### src/rtl/sgw_pkg.sv
package sgw_pkg;
   localparam int unsigned SGW_LANE_W      = 8;
   localparam int unsigned SGW_DESC_STRIDE = 8;
   localparam int unsigned SGW_PTR_OFFSET  = 4;
   localparam int unsigned SGW_FINAL_BIT   = 31;

   typedef enum logic [3:0] {
      ST_IDLE,
      ST_LEN_REQ,
      ST_LEN_WAIT,
      ST_PTR_REQ,
      ST_PTR_WAIT,
      ST_DAT_REQ,
      ST_DAT_WAIT,
      ST_EMIT,
      ST_FINISH
   } sgw_state_e;
endpackage

### src/rtl/sgw_lane_pick.sv
module sgw_lane_pick #(
   parameter int unsigned WORD_W = 32,
   parameter int unsigned LANE_W = 8,
   localparam int unsigned LANES = WORD_W / LANE_W,
   localparam int unsigned SEL_W = (LANES > 1) ? $clog2(LANES) : 1
) (
   input  logic [WORD_W-1:0] word,
   input  logic [SEL_W-1:0]  sel,
   output logic [LANE_W-1:0] lane_out
);
   if (WORD_W % LANE_W != 0) begin : g_bad_split
      $error("sgw_lane_pick: WORD_W must be a multiple of LANE_W");
   end

   logic [LANE_W-1:0] lanes [LANES];

   for (genvar g = 0; g < LANES; g++) begin : g_lane
      assign lanes[g] = word[g*LANE_W +: LANE_W];
   end

   assign lane_out = lanes[sel];
endmodule

### src/rtl/sgw_len_audit.sv
module sgw_len_audit #(
   parameter int unsigned BUF_W = 31,
   parameter int unsigned TOT_W = 28,
   localparam int unsigned SUM_W = ((BUF_W > TOT_W) ? BUF_W : TOT_W) + 8
) (
   input  logic             clk,
   input  logic             rst_n,
   input  logic             clear,
   input  logic             add_en,
   input  logic [BUF_W-1:0] add_len,
   input  logic [TOT_W-1:0] total,
   output logic             mismatch
);
   logic [SUM_W-1:0] sum_q;

   always_ff @(posedge clk or negedge rst_n) begin
      if (!rst_n) begin
         sum_q <= '0;
      end else if (clear) begin
         sum_q <= '0;
      end else if (add_en) begin
         sum_q <= sum_q + SUM_W'(add_len);
      end
   end

   assign mismatch = (sum_q != SUM_W'(total));
endmodule

### src/rtl/sg_stream_walker.sv
module sg_stream_walker
   import sgw_pkg::*;
#(
   parameter int unsigned AW     = 32,
   parameter int unsigned BUF_W  = 31,
   parameter int unsigned TOT_W  = 28,
   parameter int unsigned WORD_W = 32
) (
   input  logic              clk,
   input  logic              rst_n,
   input  logic              start,
   input  logic [AW-1:0]     list_base,
   input  logic [TOT_W-1:0]  total_len,
   input  logic              accum_mode,
   output logic              mem_req_valid,
   input  logic              mem_req_ready,
   output logic [AW-1:0]     mem_req_addr,
   input  logic              mem_rsp_valid,
   input  logic [WORD_W-1:0] mem_rsp_data,
   output logic              out_valid,
   input  logic              out_ready,
   output logic [7:0]        out_data,
   output logic              out_last,
   output logic              busy,
   output logic              done,
   output logic              len_error,
   output logic              pad_needed
);
   localparam int unsigned LANES = WORD_W / SGW_LANE_W;
   localparam int unsigned SEL_W = $clog2(LANES);

   if (WORD_W != 32) begin : g_bad_word
      $error("sg_stream_walker: descriptor words are 32 bits");
   end
   if (BUF_W < 1 || BUF_W > SGW_FINAL_BIT) begin : g_bad_buf
      $error("sg_stream_walker: BUF_W must lie in 1..31");
   end
   if (AW < 3 || AW > WORD_W) begin : g_bad_aw
      $error("sg_stream_walker: AW must lie in 3..WORD_W");
   end

   sgw_state_e        state_q, state_d;
   logic [AW-1:0]     desc_q, desc_d;
   logic [AW-1:0]     addr_q, addr_d;
   logic [BUF_W-1:0]  rem_q, rem_d;
   logic              fin_q, fin_d;
   logic [WORD_W-1:0] word_q, word_d;
   logic              accum_q, err_q, done_q, pad_q;
   logic [TOT_W-1:0]  total_q;
   logic              audit_clear, audit_add, audit_mismatch;
   logic              fire;

   wire [AW-1:0] next_desc = desc_q + AW'(SGW_DESC_STRIDE);
   wire [AW-1:0] word_base = {addr_q[AW-1:SEL_W], {SEL_W{1'b0}}};
   wire          lane_end  = &addr_q[SEL_W-1:0];

   assign fire = out_valid && out_ready;

   // walk sequencer
   always_comb begin
      state_d     = state_q;
      desc_d      = desc_q;
      addr_d      = addr_q;
      rem_d       = rem_q;
      fin_d       = fin_q;
      word_d      = word_q;
      audit_clear = 1'b0;
      audit_add   = 1'b0;
      case (state_q)
         ST_IDLE: begin
            if (start) begin
               desc_d      = {list_base[AW-1:SEL_W], {SEL_W{1'b0}}};
               audit_clear = 1'b1;
               state_d     = ST_LEN_REQ;
            end
         end
         ST_LEN_REQ:  if (mem_req_ready) state_d = ST_LEN_WAIT;
         ST_LEN_WAIT: begin
            if (mem_rsp_valid) begin
               rem_d     = mem_rsp_data[BUF_W-1:0];
               fin_d     = mem_rsp_data[SGW_FINAL_BIT];
               audit_add = 1'b1;
               state_d   = ST_PTR_REQ;
            end
         end
         ST_PTR_REQ:  if (mem_req_ready) state_d = ST_PTR_WAIT;
         ST_PTR_WAIT: begin
            if (mem_rsp_valid) begin
               addr_d = mem_rsp_data[AW-1:0];
               if (rem_q != '0) begin
                  state_d = ST_DAT_REQ;
               end else if (fin_q) begin
                  state_d = ST_FINISH;
               end else begin
                  desc_d  = next_desc;
                  state_d = ST_LEN_REQ;
               end
            end
         end
         ST_DAT_REQ:  if (mem_req_ready) state_d = ST_DAT_WAIT;
         ST_DAT_WAIT: begin
            if (mem_rsp_valid) begin
               word_d  = mem_rsp_data;
               state_d = ST_EMIT;
            end
         end
         ST_EMIT: begin
            if (fire) begin
               addr_d = addr_q + AW'(1);
               rem_d  = rem_q - BUF_W'(1);
               if (rem_q == BUF_W'(1)) begin
                  if (fin_q) begin
                     state_d = ST_FINISH;
                  end else begin
                     desc_d  = next_desc;
                     state_d = ST_LEN_REQ;
                  end
               end else if (lane_end) begin
                  state_d = ST_DAT_REQ;
               end
            end
         end
         ST_FINISH: state_d = ST_IDLE;
         default:   state_d = ST_IDLE;
      endcase
   end

   always_ff @(posedge clk or negedge rst_n) begin
      if (!rst_n) begin
         state_q <= ST_IDLE;
         desc_q  <= '0;
         addr_q  <= '0;
         rem_q   <= '0;
         fin_q   <= 1'b0;
         word_q  <= '0;
         accum_q <= 1'b0;
         total_q <= '0;
         err_q   <= 1'b0;
         pad_q   <= 1'b0;
         done_q  <= 1'b0;
      end else begin
         state_q <= state_d;
         desc_q  <= desc_d;
         addr_q  <= addr_d;
         rem_q   <= rem_d;
         fin_q   <= fin_d;
         word_q  <= word_d;
         done_q  <= (state_q == ST_FINISH);
         if (state_q == ST_IDLE && start) begin
            accum_q <= accum_mode;
            total_q <= total_len;
            err_q   <= 1'b0;
            pad_q   <= 1'b0;
         end else if (state_q == ST_FINISH) begin
            err_q <= audit_mismatch;
            pad_q <= !accum_q;
         end
      end
   end

   // memory request port
   always_comb begin
      mem_req_valid = 1'b0;
      mem_req_addr  = '0;
      case (state_q)
         ST_LEN_REQ: begin
            mem_req_valid = 1'b1;
            mem_req_addr  = desc_q;
         end
         ST_PTR_REQ: begin
            mem_req_valid = 1'b1;
            mem_req_addr  = desc_q + AW'(SGW_PTR_OFFSET);
         end
         ST_DAT_REQ: begin
            mem_req_valid = 1'b1;
            mem_req_addr  = word_base;
         end
         default: ;
      endcase
   end

   sgw_lane_pick #(
      .WORD_W (WORD_W),
      .LANE_W (SGW_LANE_W)
   ) u_lane (
      .word     (word_q),
      .sel      (addr_q[SEL_W-1:0]),
      .lane_out (out_data)
   );

   sgw_len_audit #(
      .BUF_W (BUF_W),
      .TOT_W (TOT_W)
   ) u_audit (
      .clk      (clk),
      .rst_n    (rst_n),
      .clear    (audit_clear),
      .add_en   (audit_add),
      .add_len  (mem_rsp_data[BUF_W-1:0]),
      .total    (total_q),
      .mismatch (audit_mismatch)
   );

   assign out_valid  = (state_q == ST_EMIT);
   assign out_last   = out_valid && fin_q && (rem_q == BUF_W'(1));
   assign busy       = (state_q != ST_IDLE);
   assign done       = done_q;
   assign len_error  = err_q;
   assign pad_needed = pad_q;

   // checks beside the logic they guard
   assert_hold_R7: assert property (@(posedge clk) disable iff (!rst_n)
      out_valid && !out_ready |=> out_valid && $stable(out_data) && $stable(out_last));

   assert_noreq_stall_R7: assert property (@(posedge clk) disable iff (!rst_n)
      out_valid |-> !mem_req_valid);

   assert_req_hold_R2: assert property (@(posedge clk) disable iff (!rst_n)
      mem_req_valid && !mem_req_ready |=> mem_req_valid && $stable(mem_req_addr));

   assert_done_pulse_R8: assert property (@(posedge clk) disable iff (!rst_n)
      done |=> !done);

   assert_done_idle_R8: assert property (@(posedge clk) disable iff (!rst_n)
      $rose(done) |-> !busy);

   assert_last_valid_R6: assert property (@(posedge clk) disable iff (!rst_n)
      out_last |-> out_valid);

   assert_ignore_start_R12: assert property (@(posedge clk) disable iff (!rst_n)
      busy && start && !done && $stable(busy) |=> busy || done);
endmodule

### config.mk
export PLATFORM = sky130hd
export DESIGN_NAME = sg_stream_walker
export DESIGN_NICKNAME = d
export VERILOG_FILES = /design/src/rtl/sgw_pkg.sv /design/src/rtl/sgw_lane_pick.sv /design/src/rtl/sgw_len_audit.sv /design/src/rtl/sg_stream_walker.sv
export SDC_FILE = /design/constraint.sdc
export NUM_CORES = 1
export LEC_CHECK = 0
export CAP_MARGIN = 30
export CORE_MARGIN = 2
export CORE_UTILIZATION = 55
export CTS_BUF_LIST = sky130_fd_sc_hd__clkbuf_8
export CTS_CLUSTER_DIAMETER = 60
export CTS_CLUSTER_SIZE = 25
export DETAILED_ROUTE_END_ITERATION = 8
export HOLD_SLACK_MARGIN = 0.08
export PLACE_DENSITY = 0.78
export SETUP_SLACK_MARGIN = 0.1
export SLEW_MARGIN = 40
export SYNTH_ARGS = -nofsm -noshare
export SYNTH_HDL_FRONTEND = slang
export SYNTH_HIERARCHICAL = 1
export SYNTH_SLANG_ARGS = --single-unit
### constraint.sdc
create_clock -name clk -period 4.1 [get_ports clk]
set_input_delay 0.82 -clock clk [delete_from_list [all_inputs] [get_ports clk]]
set_output_delay 0.82 -clock clk [all_outputs]
set_load 0.1 [all_outputs]
; ---- After elaboration in Yosys (flattened, before gate mapping)
; Index checks and enable logic that the tools add are counted.
; W data, S select, Z words.
[word_totals]
reg_bits = 203
in_bits = 99
output_inout_bits = 47
word_cells = 102
[classes]
n_addsub = 5
order_cmp = 1
eq_ne = 21
muxes = 41
bitwise = 1
reduce_logical = 21
[op_table]
columns = operator, count
row1 = $mux W32, 8
row2 = $pmux W32 S3, 2
row3 = $mux W39, 2
row4 = $pmux W32 S2, 1
row5 = $mux W31, 2
row6 = $pmux W31 S2, 1
row7 = $mux W4, 12
row8 = $add A39 B31 Y39, 1
row9 = $ne A39 B28 Y1, 1
row10 = $add A32 B1 Y32 const B, 1
row11 = $add A32 B3 Y32 const B, 1
row12 = $add A32 B4 Y32 const B, 1
row13 = $pmux W4 S8, 1
row14 = $eq A31 B1 Y1 const B, 1
row15 = $reduce_bool A31 Y1, 1
row16 = $sub A31 B1 Y31 const B, 1
row17 = $bmux W8 S2, 1
row18 = $eq A4 B3 Y1 const B, 4
row19 = $mux W8, 2
row20 = $ne A2 B2 Y1 const B, 8
row21 = $mux W1, 9
row22 = $reduce_and A9 Y1, 1
row23 = $eq A4 B2 Y1 const B, 2
row24 = $reduce_bool A2 Y1, 4
row25 = 15 further kinds, 22

; ---- Logic depth before layout (Yosys ltp)
; Gate-level depths: netlist of run 1.
[logic_depth]
depth_word = 5
depth_mapped = 10

; ---- Cells and area by module
; Netlist of run 1, hierarchy kept.
[by_module_without_submodules]
columns = mod, n_inst, cells_each, area_per_inst_um2, seq_area_each_um2
row1 = sg_stream_walker, 1, 1080, 9466.6, 4053.9
row2 = sgw_len_audit, 1, 418, 3579.7, 975.9
row3 = sgw_lane_pick, 1, 10, 196.4, 0.0

; ---- Worst setup path after synthesis of run 1
; OpenSTA, ideal clock, no wires.
[synth_timing]
path_type = flip-flop to output port
start = reg state_q[1]
end = out mem_req_addr[7]
arrival_ns = 4.789
t_required_ns = 3.280
setup_slack_ns = -1.509
path_stages_with_launch = 6
path_buffers = 1
cell_sequence = dfrtp_1 clkbuf_1 nand2_1 nor3_1 nand2_1 o311ai_0
[synth_via]
elab_chain_cells = 2
word_cells_on_any_way = 4
classes_between = eq/ne: 3 / mux: 1
[synth_lines]
columns = item, line_no
row1 = from (decl), sg_stream_walker.sv:42  ; sgw_state_e state_q, state_d;
row2 = from (signal assigned), sg_stream_walker.sv:142  ; state_q <= state_d;
row3 = "$eq A4 B3 Y1, or another cell as far along", sg_stream_walker.sv:165  ; case (state_q)
row4 = $pmux W32 S3 (*), sg_stream_walker.sv:165
row5 = to (decl), sg_stream_walker.sv:17  ; output logic [AW-1:0] mem_req_addr,
; Mark *: on every way between the ends. The rest lies on a longest branch, timed or not.

; ---- Final worst setup path of run 1
[layout_timing]
start = reg desc_q[4]
end = out mem_req_addr[31]
[layout_via]
elab_chain_cells = 2
[layout_lines]
columns = item, line_no
row1 = from (decl), sg_stream_walker.sv:43  ; logic [AW-1:0] desc_q, desc_d;
row2 = from (signal assigned), sg_stream_walker.sv:143  ; desc_q <= desc_d;
row3 = $add A32 B3 Y32, sg_stream_walker.sv:172  ; mem_req_addr = desc_q + AW'(SGW_PTR_OFFSET);
row4 = $pmux W32 S3, sg_stream_walker.sv:165
; Every way passes these cells.

==> results of run 1 <==
==> worst max-delay path, stage by stage, from the launching register on <==
cell and delay (ns):
dfrtp_1 0.47, ha_2 0.27, nand4_1 0.18, nor3_2 0.29, and4_2 0.37, nand4_1 0.25
or3_1 0.38, nand3_1 0.15, buf_12 0.19
==> state kept, by name, summed over array words and instances, names as in the netlist <==
register       cells
u_audit/sum_q     39
addr_q            32
word_q            32
rem_q             31
desc_q            30
total_q           28
state_q            4
accum_q            1
done               1
fin_q              1
len_error          1
pad_needed         1
==> layout make-up <==
| cell class | count | area [um2] |
|---|---|---|
| fillers | 1988 | 8050 |
| multi-input cells | 1181 | 7770 |
| clock inverters | 13 | 190 |
| inverters | 28 | 105 |
| well taps | 319 | 399 |
| clock buffers | 20 | 275 |
| flip-flops and latches | 201 | 5030 |
| repair buffers | 188 | 1720 |
==> per-layer routing <==
metal	share of wire, %	vias to the layer above
met5	0	-
met4	3.9	0
met3	9.1	105
met2	44	612
met1	43	6049
li1	-	5782
==> cell usage after synthesis, types with 24 or more instances <==
cell,count,share of area [%]
dfrtp_1,201,38
nand2_1,149,4.2
a21oi_1,140,5.3
nor2_1,123,3.5
o21ai_0,113,4.3
clkbuf_1,78,2.2
mux2_2,62,5.3
nand3_1,50,1.9
xnor2_1,46,3.0
ha_1,36,3.4
nor3_1,36,1.4
nand4_1,32,1.5
xor2_1,30,2.0
o22ai_1,27,1.3
inv_1,26,0.74
mux2i_1,24,1.8
==> path summary, 6_finish.rpt <==
path,startpoint,end,slack [ns],cells past startpoint
max in group asynchronous,rst_n,u_audit/sum_q[36]$_DFFE_PN0P_,2.85,2
min in group clk,word_q[28]$_DFFE_PN0P_,word_q[28]$_DFFE_PN0P_,0.52,1
worst min register to register,word_q[28]$_DFFE_PN0P_,word_q[28]$_DFFE_PN0P_,0.52,1
worst max register to register,rem_q[3]$_DFFE_PN0P_,desc_q[16]$_DFFE_PN0P_,0.90,7
worst min-delay path,rst_n,desc_q[26]$_DFFE_PN0P_,0.30,1
worst max-delay path,desc_q[4]$_DFFE_PN0P_,mem_req_addr[31],0.17,8
==> power breakdown <==
part           internal [uW]  switching (uW)
clock network            598             885
registers               2900            1150
logic                   2750            5270
==> layout by cell type (no fill, tap or decap), types with 10 or more instances in the layout <==
cell type,instances
nor2_1,121
nand3_1,50
a31oi_1,22
a21o_1,13
a2bb2oi_1,10
o31ai_1,10
xnor2_1,46
a22o_1,11
o22ai_1,27
nor4_1,22
and3_1,17
dfrtp_1,200
o21ai_0,92
ha_1,35
nand4_1,32
o21ai_1,35
inv_1,26
mux2i_1,24
a21oi_1,139
mux2_2,62
nand2b_1,11
o21a_1,10
a22oi_1,10
o22a_1,12
nand2_1,148
buf_4,83
or3_1,11
and2_1,14
nor3_1,33
clkbuf_8,21
clkdlybuf4s50_1,95
xor2_1,30
==> logic make-up after synthesis <==
family	synth area share, %
compound gates	21.8
xor+xnor	5.03
fa+ha+maj	3.55
buf+inv	3.95
flops	38.0
mux	8.53
other cells	0.0283
simple gates	19.1
==> metrics by stage <==
stage,setup WS [ns],hold WS (ns),area [um2]
6_report,0.171,0.302,15500
5_1_grt,0.0994,0.375,15500
4_1_cts,0.145,0.330,15500
3_5_place_dp,0.0872,0.491,15000
3_3_place_gp,0.146,0.484,15000
2_1_floorplan,-0.329,0.475,13200
==> what timing repair did <==
action	CTS	global route
endpoints found under the hold margin	0	0
buffers inserted	1	0
endpoints found under the setup margin	2	4
cloned	0	0
gates resized for setup	1	4
pin swaps	1	0
==> impl_metrics.csv, run 1 <==
group,metric,value,unit
worst_setup_path,critPathMaxFanout,8,
route,routed_wl,40.9,mm
global_routing,grt_max_degree,85,
global_routing,use_met1,45.6,%
timing,worst_pin_slew,0.804,ns
cts,cts_made_buffers,19,
logic_synthesis,synth_area,0.0132,mm2
route,drt_iter0_markers,1355,
finish,diodes,0,
logic_synthesis,synth_seq_cells,201,
cts,clock-sinks,201,
logic_synthesis,syn_avg_cell_area,8.78,um2
route,post_drt_via_cell_ratio,6.43,
die,start_util,56.3,%
route,wl_per_cell,21.0,um
die,die_area,0.0253,mm2
timing,slew_viol_final,0,
global_routing,use_met3,5.34,%
global_routing,grt_pass1_vias,11900,
power,power_density,875,mW/mm2
timing,hold_violations,0,
cts,cts_root_buf,"clkbuf_8",
flow_run,drv_cap,0,
route,vias,12500,
global_routing,grt_pass1_wl,64.9,mm
worst_setup_path,crit_path_end_kind,"output port",
die,io_pins,146,
power,irDropWorstVdd,605,uV
finish,layout.nets,1755,
worst_setup_path,worst-endpoint-required,3.28,ns
place,dp.cells,1916,
cts,clock_latency,0.57,ns
logic_synthesis,synth-edff-count,0,
die,core_area,0.0235,mm2
timing,max_freq,254,MHz
timing,setup_tns,0,ns
worst_setup_path,cp.arrival,3.11,ns
global_routing,grt_overflow_total,0,
cts,clk_pin_slew,0.11,ns
logic_synthesis,synth-main-ff-cell,"dfrtp_1",
power,p_leak,0.00627,uW
place,gp_congestion,0.947,
logic_synthesis,yosys_warnings,6,
die,fp.dieH,159,um
worst_setup_path,setup.worst_path.class,"flop to output port",
die,die_x,159,um
global_routing,grt-busiest-layer,"met2",
finish,drive_above_1_share,14.9,%
timing,finalCritPeriodShare,95.8,%
place,dpl.hpwl,30.4,mm
cts,cts-htree-levels,1,
worst_hold_path,min_path_type,"input port to async pin",
die,rows,56,
place,port_buffers,141,
timing,max_slew_margin,46.4,%
cts,clk_path_buf_depth,3,
route,drc,0,
finish,syn2layout_area_growth,17.0,%
logic_synthesis,yosysUniqueCellTypes,84,
finish,utilization,65.8,%
finish,fin_cells,1950,
cts,cts_tree,"yes",
global_routing,grtUsageMet2,48.6,%
global_routing,grt_usage,31.8,%
logic_synthesis,syn_inst,1508,
status,status,"complete, no violations",
timing,final-setup-viol-count,0,
logic_synthesis,async_flop_share,100,%
power,total_power,13500,uW
timing,min_period,3.93,ns
global_routing,antenna_found_initial,0,
timing,skew,0.0517,ns
cts,ctsHoldBuffers,0,
worst_setup_path,startpoint_type,"flop",
route,postRouteAntennaNets,0,
logic_synthesis,yosysSeqAreaShare,38.0,%
timing,rsz0062_at_grt,"no",
route,dr.pass1.iters,6,
Power figures use the tool's default switching activity.
==> run 2: changes to the inputs <==
--- a/config.mk
+++ b/config.mk
@@ -7,13 +7,13 @@
 export LEC_CHECK = 0
 export CAP_MARGIN = 30
 export CORE_MARGIN = 2
-export CORE_UTILIZATION = 55
+export CORE_UTILIZATION = 59
 export CTS_BUF_LIST = sky130_fd_sc_hd__clkbuf_8
 export CTS_CLUSTER_DIAMETER = 60
 export CTS_CLUSTER_SIZE = 25
 export DETAILED_ROUTE_END_ITERATION = 8
 export HOLD_SLACK_MARGIN = 0.08
-export PLACE_DENSITY = 0.78
+export PLACE_DENSITY = 0.87
 export SETUP_SLACK_MARGIN = 0.1
 export SLEW_MARGIN = 40
 export SYNTH_ARGS = -nofsm -noshare
==> impl_metrics.csv, run 2 (synthesis results as in run 1) <==
group,metric,value,unit
status,status,"complete, no violations",
worst_setup_path,startpoint_type,"flop",
route,drc,0,
timing,slew_viol_final,0,
route,dr.pass1.iters,6,
finish,largest_reg_flops,39,
timing,skew,0.0409,ns
timing,finalCritPeriodShare,95.8,%
cts,cts_made_buffers,20,
cts,ctsHoldBuffers,0,
power,seq_power_share,30.1,%
power,total_power,13600,uW
global_routing,grt_pass1_vias,11900,
die,fp.dieH,154,um
cts,clk_path_buf_depth,3,
finish,final_common_cell,"dfrtp_1",
cts,clock_latency,0.57,ns
power,pwr-share-clk,11.3,%
worst_setup_path,setup.worst_path.class,"flop to output port",
cts,clk_pin_slew,0.11,ns
global_routing,grt_overflow_total,0,
power,irDropWorstVdd,1050,uV
finish,nFillCells,1658,
timing,max_slew_margin,41.8,%
finish,layout.nets,1758,
worst_setup_path,cp.arrival,3.11,ns
cts,cts-htree-levels,1,
finish,final_cell_area,0.0155,mm2
route,routed_wl,40.7,mm
cts,clock-sinks,201,
route,vias,12700,
power,p_switching,7310,uW
power,pwr-share-comb,58.7,%
worst_setup_path,critPathMaxFanout,8,
finish,diodes,0,
power,p_int,6280,uW
timing,holdWs,0.207,ns
die,die_area,0.0237,mm2
power,power_density,878,mW/mm2
timing,hold_violations,0,
global_routing,antenna_found_initial,0,
die,rows,54,
finish,syn2layout_area_growth,17.0,%
die,start_util,60.3,%
place,gp_congestion,0.948,
route,drt_iter0_markers,1212,
cts,cts_tree,"yes",
worst_hold_path,min_path_type,"input port to async pin",
finish,drive_above_1_share,15.0,%
die,die_x,154,um
worst_setup_path,crit_path_end_kind,"output port",
place,port_buffers,141,
finish,top_regs,"u_audit/sum_q: 39 flops, addr_q: 32 flops, word_q: 32 flops",
route,post_drt_via_cell_ratio,6.65,
place,post_dp_cell_area,0.0150,mm2
global_routing,grt_max_degree,103,
finish,utilization,70.5,%
timing,worst_pin_slew,0.866,ns
global_routing,grt_pass1_wl,63.9,mm
timing,max_freq,255,MHz
timing,min_period,3.93,ns
cts,cts_root_buf,"clkbuf_8",
global_routing,grt_usage,33.8,%
power,p_leak,0.00630,uW
die,core_area,0.0220,mm2
flow_run,drv_cap,0,
route,wl_per_cell,21.2,um
finish,layout_common_cells,"dfrtp_1 (199), nand2_1 (148), a21oi_1 (139)",
timing,final-setup-viol-count,0,
route,postRouteAntennaNets,0,
worst_setup_path,worst-endpoint-required,3.28,ns
place,dpl.hpwl,29.7,mm
finish,regMostFlops,"u_audit/sum_q",
timing,rsz0062_at_grt,"no",
power,swShare,53.8,%
die,io_pins,146,
run 2: cell types whose count changed in the layout (fill, tap and decap cells not counted), sizes merged:
cell / previous run / this run
clkbuf: 21 / 23
inv: 35 / 31
clkinvlp: 0 / 1
clkinv: 5 / 9
buf: 92 / 94
run 2: stage by stage:
step | worst slack (ns) | setup TNS (ns) | instances
finish | 0.171 | 0 | 1916
CTS | 0.104 | 0 | 1916
detailed placement | 0.223 | 0 | 1879
floorplan | -0.329 | -0.329 | 1509
global placement | 0.254 | 0 | 1879
global route | 0.103 | 0 | 1916
run 2: critical path, cell delays in order, from the launching register on:
cell and delay (ns):
dfrtp_2 0.47, ha_2 0.26, nand4_1 0.20, nor3_2 0.25, and4_2 0.37, nand4_1 0.21, or3_1 0.37, nand3_1 0.19
buf_12 0.21
run 2: power by group through the flow:
stage                     registers (uW)  clock network, uW  logic [uW]
after global routing                4200               1620        8500
final                               4090               1530        7970
after CTS                           4030               1540        7880
after global placement              4000                  0        7670
after detailed placement            4060                  0        7840
after floorplan                     3620                  0        6350
run 2: timing repair:
| action | CTS | global route |
|---|---|---|
| setup endpoints to repair | 2 | 3 |
| resized for setup | 1 | 3 |
| pin swaps | 1 | 0 |
| gates cloned | 0 | 0 |
| buffers inserted | 1 | 0 |
run 2: final timing paths:
check                                       start                           end  slack, ns  cells after the start
min reg2reg                word_q[21]$_DFFE_PN0P_        word_q[21]$_DFFE_PN0P_       0.52                      1
min in group clk           word_q[21]$_DFFE_PN0P_        word_q[21]$_DFFE_PN0P_       0.52                      1
max                         desc_q[3]$_DFFE_PN0P_              mem_req_addr[31]       0.17                      8
max reg2reg                  rem_q[3]$_DFFE_PN0P_        desc_q[26]$_DFFE_PN0P_       1.00                      7
min                                         rst_n         rem_q[20]$_DFFE_PN0P_       0.21                      1
max in group asynchronous                   rst_n  u_audit/sum_q[7]$_DFFE_PN0P_       3.14                      2
run 2: cell type report:
type | count | area, um2 | area share [%]
flip-flops and latches | 201 | 5030 | 32.5
clock buffers | 22 | 303 | 1.96
well taps | 280 | 350 | 2.26
inverters | 28 | 105 | 0.679
repair buffers | 190 | 1760 | 11.3
clock inverters | 14 | 203 | 1.31
multi-input cells | 1181 | 7740 | 50.0
run 2: metal layers:
metal | track usage, % | part of all wire, % | up-vias
li1 | - | - | 5775
met1 | 46.6 | 40 | 6105
met2 | 51.4 | 44 | 713
met3 | 6.62 | 10 | 147
met4 | 16.6 | 5.7 | 0
met5 | 0 | 0 | -
